## config.mk

```make
export PLATFORM = sky130hd
export DESIGN_NAME = memdec_wait
export DESIGN_NICKNAME = d
export VERILOG_FILES = /design/src/rtl/memdec_pkg.sv /design/src/rtl/memdec_onehot.sv /design/src/rtl/memdec_waitgen.sv /design/src/rtl/memdec_wait.sv
export SDC_FILE = /design/constraint.sdc
export NUM_CORES = 1
export LEC_CHECK = 0
export BUFFER_PORTS_ARGS = -buffer_cell sky130_fd_sc_hd__buf_2
export CAP_MARGIN = 30
export CORE_MARGIN = 2
export CORE_UTILIZATION = 41
export DETAILED_ROUTE_END_ITERATION = 10
export PLACE_DENSITY = 0.78
export SYNTH_ARGS = -nofsm -noshare
export SYNTH_HDL_FRONTEND = slang
export SYNTH_HIERARCHICAL = 1
export SYNTH_SLANG_ARGS = --single-unit
export TNS_END_PERCENT = 5
```

## constraint.sdc

```tcl
create_clock -name clk -period 2.4 [get_ports clk]
set_input_delay 0.48 -clock clk [delete_from_list [all_inputs] [get_ports clk]]
set_output_delay 0.48 -clock clk [all_outputs]
set_load 0.05 [all_outputs]
```

## src/rtl/memdec_pkg.sv

```systemverilog
package memdec_pkg;
  localparam int ADDR_W    = 20;
  localparam int BLK_W     = 15;
  localparam int TOP_W     = ADDR_W - BLK_W;
  localparam int PRI_W     = 2;
  localparam int SEC_W     = TOP_W - PRI_W;
  localparam int SEC_N     = 1 << SEC_W;
  localparam int RAM_BANKS = 2;
  localparam int RAM_N     = RAM_BANKS * SEC_N;
  localparam int ROM_N     = 3;
  localparam int ROM_BANK  = (1 << PRI_W) - 1;
  localparam logic [TOP_W-1:0] ROM_FIRST = TOP_W'((1 << TOP_W) - ROM_N);
endpackage

```

## src/rtl/memdec_onehot.sv

```systemverilog
module memdec_onehot #(
  parameter int IN_W = 3,
  localparam int OUT_N = 1 << IN_W
) (
  input  logic             en,
  input  logic [IN_W-1:0]  sel,
  output logic [OUT_N-1:0] y_n
);
  for (genvar i = 0; i < OUT_N; i++) begin : g_out
    assign y_n[i] = !(en && (sel == IN_W'(i)));
  end
endmodule

```

## src/rtl/memdec_waitgen.sv

```systemverilog
module memdec_waitgen
  import memdec_pkg::*;
(
  input  logic             clk,
  input  logic             rst_n,
  input  logic             mode_we,
  input  logic             mode_d,
  input  logic             ale,
  input  logic             io_mem,
  input  logic [TOP_W-1:0] top,
  output logic             ready
);
  logic wide_q, wide_d;
  logic wait_q, wait_d;
  logic in_wide, in_narrow;

  always_comb begin
    in_wide   = (top[TOP_W-1 -: PRI_W] == PRI_W'(ROM_BANK));
    in_narrow = (top >= ROM_FIRST);
    wide_d    = mode_we ? mode_d : wide_q;
    wait_d    = ale && !io_mem && (wide_q ? in_wide : in_narrow);
  end

  always_ff @(posedge clk or negedge rst_n) begin
    if (!rst_n) begin
      wide_q <= 1'b1;
      wait_q <= 1'b0;
    end else begin
      wide_q <= wide_d;
      wait_q <= wait_d;
    end
  end

  assign ready = !wait_q;
endmodule

```

## src/rtl/memdec_wait.sv

```systemverilog
module memdec_wait
  import memdec_pkg::*;
(
  input  logic              clk,
  input  logic              rst_n,
  input  logic [ADDR_W-1:0] addr,
  input  logic              io_mem,
  input  logic              rd_n,
  input  logic              wr_n,
  input  logic              ale,
  input  logic              mode_we,
  input  logic              mode_d,
  output logic [RAM_N-1:0]  ram_cs_n,
  output logic [ROM_N-1:0]  rom_cs_n,
  output logic              ready
);
  logic [1:0] rst_sync;
  logic       rst_i_n;

  always_ff @(posedge clk or negedge rst_n) begin
    if (!rst_n) rst_sync <= 2'b00;
    else        rst_sync <= {rst_sync[0], 1'b1};
  end
  assign rst_i_n = rst_sync[1];

  logic [TOP_W-1:0] top_q, top_d;
  logic             io_q, io_d;
  logic             act_q, act_d;
  logic             seen_q, seen_d;
  logic             strobe;

  always_comb begin
    strobe = !rd_n || !wr_n;
    top_d  = ale ? addr[ADDR_W-1 -: TOP_W] : top_q;
    io_d   = ale ? io_mem : io_q;
    seen_d = ale ? 1'b0 : (seen_q || (act_q && strobe));
    if (ale)                          act_d = 1'b1;
    else if (act_q && seen_q && !strobe) act_d = 1'b0;
    else                              act_d = act_q;
  end

  always_ff @(posedge clk or negedge rst_i_n) begin
    if (!rst_i_n) begin
      top_q  <= '0;
      io_q   <= 1'b1;
      act_q  <= 1'b0;
      seen_q <= 1'b0;
    end else begin
      top_q  <= top_d;
      io_q   <= io_d;
      act_q  <= act_d;
      seen_q <= seen_d;
    end
  end

  logic              sel_en;
  logic [(1<<PRI_W)-1:0] prim_n;
  logic [SEC_N-1:0]  rom_full_n;

  assign sel_en = act_q && !io_q && strobe;

  memdec_onehot #(.IN_W(PRI_W)) u_prim (
    .en (sel_en),
    .sel(top_q[TOP_W-1 -: PRI_W]),
    .y_n(prim_n)
  );

  for (genvar b = 0; b < RAM_BANKS; b++) begin : g_bank
    memdec_onehot #(.IN_W(SEC_W)) u_sec (
      .en (!prim_n[b]),
      .sel(top_q[SEC_W-1:0]),
      .y_n(ram_cs_n[b*SEC_N +: SEC_N])
    );
  end

  memdec_onehot #(.IN_W(SEC_W)) u_rom (
    .en (!prim_n[ROM_BANK]),
    .sel(top_q[SEC_W-1:0]),
    .y_n(rom_full_n)
  );
  assign rom_cs_n = rom_full_n[SEC_N-1 -: ROM_N];

  memdec_waitgen u_wait (
    .clk    (clk),
    .rst_n  (rst_i_n),
    .mode_we(mode_we),
    .mode_d (mode_d),
    .ale    (ale),
    .io_mem (io_mem),
    .top    (addr[ADDR_W-1 -: TOP_W]),
    .ready  (ready)
  );
endmodule

```

* After elaboration in Yosys (flattened, before gate mapping) *
Index checks and enable logic that the tools add are counted.

storage, ports and cells
  bits in writable memories = 0
  word-level logic and storage cells = 81
  latch bits = 0
  bits in read-only memories = 0
  input port bits = 28
  register bits after elaboration = 12
  memories kept = 0
  output and inout bits = 20

operators by class
  div/mod/pow operators = 0
  shifts and indexed selects = 0
  $mul = 0
  bitwise logic cells = 0
  muxes and demuxes = 4
  add/subtract/negate cells = 0
  eq/ne operators = 10
  reduce and logical (&&, ||, !) cells = 59
  order comparisons = 1

operators by type and width
  operator              count
  $logic_and A1 B1 Y1   29
  $logic_not A1 Y1      25
  $eq A3 B3 Y1 const B  4
  $eq A3 B2 Y1 const B  2
  $ge A5 B5 Y1 const B  1
  $eq A2 B2 Y1 const B  2
  $mux W1               4
  $eq A3 B1 Y1 const B  1
  $logic_not A3 Y1      1
  $eq A2 B1 Y1 const B  1
  $logic_not A2 Y1      1
  $logic_or A1 B1 Y1    2
  $reduce_bool A2 Y1    1

* Depth between registers and ports, before layout *
Gate-level depths: netlist of the first run.

  depth in word-level cells = 6
  gate-level depth with buffers = 5
  gate-level depth less buffers = 5

* By module *
Netlist of the first run, hierarchy kept.

modules (own cells, without submodules)
  module                                area each (um2)  seq. area each (um2)  instances  cells each
  memdec_wait                           404.1            251.5                 1          27
  memdec_onehot at g_bank[0].u_sec ...  76.3             0.0                   3          8
  memdec_waitgen                        86.3             51.3                  1          9
  memdec_onehot at u_prim               28.8             0.0                   1          4

* Least setup slack after synthesis of the first run *
No wires, ideal clock.

  kind = input -> output
  from = input rd_n
  to = output ram_cs_n[0]
  path buffers = 0
  arrival = 2.040 ns
  required time = 1.920 ns
  stages on the path = 5
  setup slack = -0.120 ns
  path through = a21bo_2 -> nor2_1 -> or3b_1 -> inv_1 -> or4b_1

on the way
  word-level cells in the longest chain between the ends = 6

ends and longest elaborated chain
  element                            RTL line             RTL
  from (decl)                        memdec_wait.sv:8     input logic rd_n,
  $logic_not A1 Y1                   memdec_wait.sv:33    strobe = !rd_n || !wr_n;
  $logic_or A1 B1 Y1                 memdec_wait.sv:33
  $logic_and A1 B1 Y1                memdec_wait.sv:60    assign sel_en = act_q && !io_q && strobe;
  net sel_en                         memdec_wait.sv:56    logic sel_en;
  $logic_and A1 B1 Y1 (2 in series)  memdec_onehot.sv:10  assign y_n[i] = !(en && (sel == IN_W'(i)));
  $logic_not A1 Y1                   memdec_onehot.sv:10
  to (decl)                          memdec_wait.sv:13    output logic [RAM_N-1:0] ram_cs_n,

The timed path passes the listed nets, and every way through them passes these cells.

* Final worst setup path of the first run *
  from = register act_q
  to = output ram_cs_n[0]

on the way
  word-level cells in the longest chain between the ends = 5

ends and longest elaborated chain
  element                            RTL line             RTL
  from (decl)                        memdec_wait.sv:28    logic act_q, act_d;
  from (signal assigned)             memdec_wait.sv:51    act_q <= act_d;
  $logic_and A1 B1 Y1 (2 in series)  memdec_wait.sv:60
  net sel_en                         memdec_wait.sv:56
  $logic_and A1 B1 Y1 (2 in series)  memdec_onehot.sv:10
  $logic_not A1 Y1                   memdec_onehot.sv:10

The timed path passes the listed nets, and every way through them passes these cells.

==> metrics.txt, run 1 <==
# TYPE chip_impl_metric gauge
chip_impl_metric{name="htree_levels",unit=""} 1
chip_impl_metric{name="dpl.cell_count",unit=""} 109
chip_impl_metric{name="clkSinkCount",unit=""} 12
chip_impl_metric{name="critical_path.max_fanout",unit=""} 2
chip_impl_info{name="crit_path_end_kind",value="output port"} 1
chip_impl_metric{name="area_delta_synth_final",unit="%"} 38.5
chip_impl_metric{name="utilization",unit=""} 0.619
chip_impl_metric{name="post_route_cells_drive_above_1_share",unit=""} 0.535
chip_impl_metric{name="final-max-slew-violation-count",unit=""} 0
chip_impl_metric{name="global_route_wire_length_before_repair",unit="mm"} 2.02
chip_impl_metric{name="antenna-diode-count",unit=""} 0
chip_impl_metric{name="period_minus_slack",unit="ps"} 2470
chip_impl_metric{name="cap_violations",unit=""} 0
chip_impl_metric{name="cell_area_after_synthesis",unit="sq um"} 688
chip_impl_metric{name="p_sw_frac",unit=""} 0.277
chip_impl_metric{name="worst-endpoint-required",unit="ps"} 1920
chip_impl_metric{name="drc",unit=""} 0
chip_impl_metric{name="routedWlPerCell",unit="um"} 11.8
chip_impl_metric{name="io_pins",unit=""} 48
chip_impl_metric{name="critical_path_arrival",unit="ps"} 1990
chip_impl_metric{name="finalWirelength",unit="mm"} 1.36
chip_impl_info{name="root_buffer",value="sky130_fd_sc_hd__clkbuf_4"} 1
chip_impl_metric{name="fp.dieW",unit="um"} 45.0
chip_impl_info{name="rsz0062_at_grt",value="true"} 1
chip_impl_info{name="violations",value="setup timing"} 1
chip_impl_metric{name="power.leakage",unit="uW"} 0.000419
chip_impl_metric{name="layoutNonFillerInstCount",unit=""} 115
chip_impl_metric{name="dieArea",unit="sq um"} 2020
chip_impl_metric{name="pwr-share-seq",unit=""} 0.490
chip_impl_metric{name="clockBufferDepth",unit=""} 2
chip_impl_metric{name="fmax",unit="GHz"} 0.405
chip_impl_metric{name="final_net_count",unit=""} 128
chip_impl_info{name="startpoint_type",value="register"} 1
chip_impl_metric{name="detail_route.vias_per_cell",unit=""} 5.22
chip_impl_metric{name="final_antenna_net_count",unit=""} 0
chip_impl_metric{name="drt_first_iter_violations",unit=""} 2
chip_impl_metric{name="grt_usage",unit=""} 0.139
chip_impl_metric{name="power-per-cell-area",unit="nW/um^2"} 532
chip_impl_info{name="min-delay-path-class",value="reg -> async"} 1
chip_impl_metric{name="placedInstanceArea",unit="sq um"} 891
chip_impl_metric{name="synth.avg_cell_area",unit="sq um"} 11.9
chip_impl_metric{name="comb_power_share",unit=""} 0.202
chip_impl_metric{name="min_period_over_period",unit=""} 1.03
chip_impl_metric{name="place_congestion",unit=""} 0.667
chip_impl_metric{name="initial_core_util",unit=""} 0.446
chip_impl_metric{name="worst_ir_drop_vdd",unit="mV"} 0.400
chip_impl_metric{name="number_of_clock_buffers_inserted_by_tritoncts",unit=""} 3
chip_impl_metric{name="dp_hpwl",unit="mm"} 1.02
chip_impl_metric{name="dr_total_vias",unit=""} 600
chip_impl_metric{name="antenna_violations_before_repair",unit=""} 0
chip_impl_info{name="timing_worst_setup_path_type",value="reg -> out"} 1
chip_impl_metric{name="report.final.setup_viol",unit=""} 1
chip_impl_metric{name="num_rows",unit=""} 14
chip_impl_info{name="status",value="complete, but fails checks"} 1
chip_impl_metric{name="first_global_vias",unit=""} 462
chip_impl_metric{name="final_design_area_no_fill",unit="sq um"} 953
chip_impl_metric{name="worstSkewPairLatency",unit="ps"} 260
chip_impl_metric{name="grt_start_max_net_pins",unit=""} 21
chip_impl_metric{name="die-height",unit="um"} 45.0
chip_impl_metric{name="synth.net_count",unit=""} 86
chip_impl_info{name="cts_tree",value="built"} 1
chip_impl_metric{name="yosysWarningCount",unit=""} 6
chip_impl_metric{name="pwr-share-clk",unit=""} 0.308
chip_impl_metric{name="core",unit="sq um"} 1540
chip_impl_metric{name="port-buffer-count",unit=""} 32
chip_impl_metric{name="netSwitchingPower",unit="uW"} 141
chip_impl_metric{name="postSynthCellCount",unit=""} 58
chip_impl_metric{name="timing_hold_violations_final",unit=""} 0
chip_impl_metric{name="clock_pin_transition_on_the_worst_setup_and_hold_timing_paths",unit="ps"} 70
chip_impl_metric{name="post-route-worst-setup-slack",unit="ps"} -69.0
chip_impl_metric{name="cellInternalPower",unit="uW"} 367
chip_impl_metric{name="global_route.overflow_total",unit=""} 0
chip_impl_metric{name="fin_worst_skew",unit="ps"} 3.06
chip_impl_metric{name="firstDrtPassIters",unit=""} 4
chip_impl_metric{name="whs",unit="ps"} 161
-- placed cells by master (no fill, tap or decap), drive strengths merged, types with 3 or more instances in the layout --
cell	n
clkbuf	4
nand4	3
mux2	6
inv	6
nand4b	9
nand4bb	6
dfrtp	10
buf	37
-- power by group through the flow --
stage          logic, uW  registers (uW)  clock network [uW]
2_1_floorplan       68.3             247                   0
3_3_place_gp        96.0             251                   0
3_5_place_dp        99.2             253                   0
4_1_cts              102             249                 162
5_1_grt              110             254                 172
6_report             102             249                 156
-- path summary, 6_finish.rpt --
path | startpoint | end | slack [ps] | cells past startpoint
hold / removal | rst_sync[1] | u_wait/wait_q | 160 | 0
min in group clk | rst_sync[0] | rst_sync[1] | 360 | 0
max in group asynchronous | rst_n | rst_sync[0] | 1780 | 2
setup reg to reg | top_q[0] | top_q[0] | 1380 | 1
setup / recovery | act_q | ram_cs_n[0] | -70 | 6
hold reg to reg | rst_sync[1] | u_wait/wait_q | 160 | 0
-- stage by stage --
step | power, uW | TNS (ps) | worst slack (ps)
floorplan | 316 | 0 | 34.0
finish | 508 | -69.0 | -69.0
global route | 537 | -320 | -145
detailed placement | 352 | -108 | -108
CTS | 513 | -89.3 | -89.3
global placement | 347 | -73.1 | -73.1
-- cell type report --
class                           count  area [sq um]
Multi-Input combinational cell     39           358
Sequential cell                    12           303
Fill cell                         135           588
Tap cell                           16          20.0
Clock buffer                        4          36.3
Timing Repair Buffer               38           214
Inverter                            6          22.5
-- state kept, by name (all words and copies together), names as in the netlist --
name / count
top_q: 5
u_wait/wide_q: 1
rst_sync: 2
io_q: 1
seen_q: 1
act_q: 1
u_wait/wait_q: 1
-- worst max-delay path, stage by stage, from the launching register on --
cell,delay [ps]
sky130_fd_sc_hd__dfrtp_1,350
sky130_fd_sc_hd__a21bo_2,240
sky130_fd_sc_hd__nor2_2,90
sky130_fd_sc_hd__or3b_1,350
sky130_fd_sc_hd__inv_1,70
sky130_fd_sc_hd__or4b_4,450
sky130_fd_sc_hd__buf_6,170
-- layer usage --
layer | track usage | wire, um | vias to the layer above
li1 | - | - | 302
met1 | 0.176 | 598 | 275
met2 | 0.229 | 658 | 23
met3 | 0.0240 | 100 | 0
met4 | 0.0706 | 0 | 0
met5 | 0 | 0 | -
-- repair_timing --
item | CTS | global route
setup endpoints to repair | 1 | 8
endpoints found under the hold margin | 2 | 0
setup buffers | 0 | 1
resized for setup | 3 | 0
pin swaps | 0 | 0
hold buffers | 1 | 0
Note: power is estimated with default switching activity, not from simulation.
==> inputs of run 2 (changes only) <==
SKIP_CTS_REPAIR_TIMING = 1   (was not set)
==> run 2 against run 1 <==
Against the previous run:
- the flow still finishes with violations (setup timing)
- count of clock-buffer cells in the layout is the same
- clock skew up 1.8 ps
- final area grew 1.6%
- die area unchanged
- clock power barely moved
- cell count unchanged
- flip-flop and latch count unchanged
- routed wire length rose by 2.2%
- core utilization up 0.97 points
- non-clock buffer count stayed put
- global-route usage is 0.17 points lower
- critical endpoint unchanged
==> metrics.txt, run 2 (synthesis results as in run 1) <==
# TYPE chip_impl_metric gauge
chip_impl_info{name="status",value="complete, but fails checks"} 1
chip_impl_info{name="violations",value="setup timing"} 1
chip_impl_metric{name="utilization",unit=""} 0.628
chip_impl_metric{name="global_route.overflow_total",unit=""} 0
chip_impl_metric{name="fp.dieW",unit="um"} 45.0
chip_impl_metric{name="final_net_count",unit=""} 128
chip_impl_info{name="timing_worst_setup_path_type",value="reg -> out"} 1
chip_impl_metric{name="bufs_and_invs_on_worst_path",unit=""} 2
chip_impl_metric{name="drt_first_iter_violations",unit=""} 1
chip_impl_info{name="crit_path_end_kind",value="output port"} 1
chip_impl_metric{name="firstDrtPassIters",unit=""} 2
chip_impl_info{name="cp_cell_sequence",value="a21bo_4, nor2_4, or3b_1, inv_1, or4b_4, buf_8"} 1
chip_impl_metric{name="detail_route.vias_per_cell",unit=""} 5.25
chip_impl_metric{name="clock_pin_transition_on_the_worst_setup_and_hold_timing_paths",unit="ps"} 80
chip_impl_metric{name="routedWlPerCell",unit="um"} 12.1
chip_impl_metric{name="post-route-worst-setup-slack",unit="ps"} -86.0
chip_impl_info{name="layout_common_cells",value="sky130_fd_sc_hd__buf_2 (31), sky130_fd_sc_hd__dfrtp_1 (10), sky130_fd_sc_hd__nand4b_1 (9)"} 1
chip_impl_info{name="cts_tree",value="built"} 1
chip_impl_metric{name="core",unit="sq um"} 1540
chip_impl_metric{name="global_route_wire_length_before_repair",unit="mm"} 1.99
chip_impl_info{name="largestRegisters",value="top_q: 5 flops, rst_sync: 2 flops"} 1
chip_impl_metric{name="die-height",unit="um"} 45.0
chip_impl_metric{name="critical_path.max_fanout",unit=""} 2
chip_impl_metric{name="final_antenna_net_count",unit=""} 0
chip_impl_metric{name="first_global_vias",unit=""} 451
chip_impl_metric{name="power.leakage",unit="uW"} 0.000424
chip_impl_metric{name="min_period_over_period",unit=""} 1.04
chip_impl_metric{name="grt_usage",unit=""} 0.138
chip_impl_metric{name="antenna_violations_before_repair",unit=""} 0
chip_impl_metric{name="drc",unit=""} 0
chip_impl_metric{name="worst-endpoint-required",unit="ps"} 1920
chip_impl_metric{name="fin_worst_skew",unit="ps"} 4.89
chip_impl_metric{name="post_route_cells_drive_above_1_share",unit=""} 0.535
chip_impl_metric{name="slowest_delay",unit="ps"} 460
chip_impl_metric{name="antenna-diode-count",unit=""} 0
chip_impl_info{name="min-delay-path-class",value="reg -> async"} 1
chip_impl_info{name="critical-path-top-delay-family",value="simple AND/OR/NAND/NOR gates"} 1
chip_impl_metric{name="cap_violations",unit=""} 0
chip_impl_metric{name="largest_register_ff_count",unit=""} 5
chip_impl_info{name="rsz0062_at_grt",value="true"} 1
chip_impl_metric{name="final-max-slew-violation-count",unit=""} 0
chip_impl_info{name="top_register",value="top_q"} 1
chip_impl_info{name="startpoint_type",value="register"} 1
chip_impl_metric{name="report.final.setup_viol",unit=""} 1
chip_impl_metric{name="critical_path_arrival",unit="ps"} 2010
chip_impl_metric{name="place_congestion",unit=""} 0.667
chip_impl_metric{name="dr_total_vias",unit=""} 604
chip_impl_metric{name="finalWirelength",unit="mm"} 1.39
chip_impl_metric{name="worstSkewPairLatency",unit="ps"} 270
chip_impl_metric{name="clockBufferDepth",unit=""} 2
chip_impl_metric{name="dieArea",unit="sq um"} 2020
chip_impl_metric{name="num_rows",unit=""} 14
chip_impl_metric{name="io_pins",unit=""} 48
chip_impl_info{name="root_buffer",value="sky130_fd_sc_hd__clkbuf_4"} 1
chip_impl_metric{name="sum_neg_setup_slack",unit="ps"} -86.0
chip_impl_metric{name="htree_levels",unit=""} 1
chip_impl_metric{name="initial_core_util",unit=""} 0.446
chip_impl_metric{name="power-per-cell-area",unit="nW/um^2"} 528
chip_impl_metric{name="period_minus_slack",unit="ps"} 2490
chip_impl_metric{name="fmax",unit="GHz"} 0.402
chip_impl_metric{name="number_of_clock_buffers_inserted_by_tritoncts",unit=""} 3
chip_impl_metric{name="timing_hold_violations_final",unit=""} 0
chip_impl_metric{name="port-buffer-count",unit=""} 32
chip_impl_metric{name="grt_start_max_net_pins",unit=""} 21
chip_impl_info{name="slowest_stage",value="sky130_fd_sc_hd__or4b_4"} 1
chip_impl_metric{name="clkSinkCount",unit=""} 12
chip_impl_info{name="layout_commonest_cell",value="sky130_fd_sc_hd__buf_2"} 1
chip_impl_metric{name="area_delta_synth_final",unit="%"} 40.7
chip_impl_metric{name="dp_hpwl",unit="mm"} 1.02
chip_impl_metric{name="worst_ir_drop_vdd",unit="mV"} 0.383
## run 2: cell counts in the layout (fill, tap and decap cells not counted)
Identical to the previous run, type by type.
## run 2: where the power goes
part	leakage (uW)	switching [uW]	internal [uW]	total [uW]
combinational	0.000265	48.5	57.1	106
clock	0.0000210	63.6	92.0	156
sequential	0.000138	29.6	220	250
## run 2: path summary, 6_finish.rpt
check / slack [ps] / to / cells after the start / from
min: 160 / u_wait/wait_q / 0 / rst_sync[1]
max: -90 / ram_cs_n[0] / 6 / act_q
max reg2reg: 1380 / top_q[0] / 1 / top_q[0]
min reg2reg: 160 / u_wait/wait_q / 0 / rst_sync[1]
max in group asynchronous: 1790 / rst_sync[1] / 2 / rst_n
min in group clk: 360 / rst_sync[1] / 0 / rst_sync[0]
## run 2: area by class of cell
| class | instances | area [sq um] |
|---|---|---|
| fillers | 134 | 573 |
| multi-input cells | 39 | 369 |
| flip-flops and latches | 12 | 303 |
| repair buffers | 38 | 218 |
| clock buffers | 4 | 36.3 |
| inverters | 6 | 22.5 |
| well taps | 16 | 20.0 |
## run 2: per-stage QoR
stage          hold WS (ps)  setup WS, ps  cells  area, sq um  power [uW]
2_1_floorplan           119          34.0     58          692         316
3_3_place_gp            161         -73.1    109          891         347
3_5_place_dp            166          -108    109          891         352
4_1_cts               -26.3          -161    113          927         510
5_1_grt                 201          -154    115          968         541
6_report                159         -86.0    115          968         511
## run 2: routing by layer
layer / part of all wire / global-route usage
met3: 0.072 / 0.0240
met1: 0.43 / 0.176
met2: 0.50 / 0.223
met4: 0 / 0.0706
met5: 0 / 0
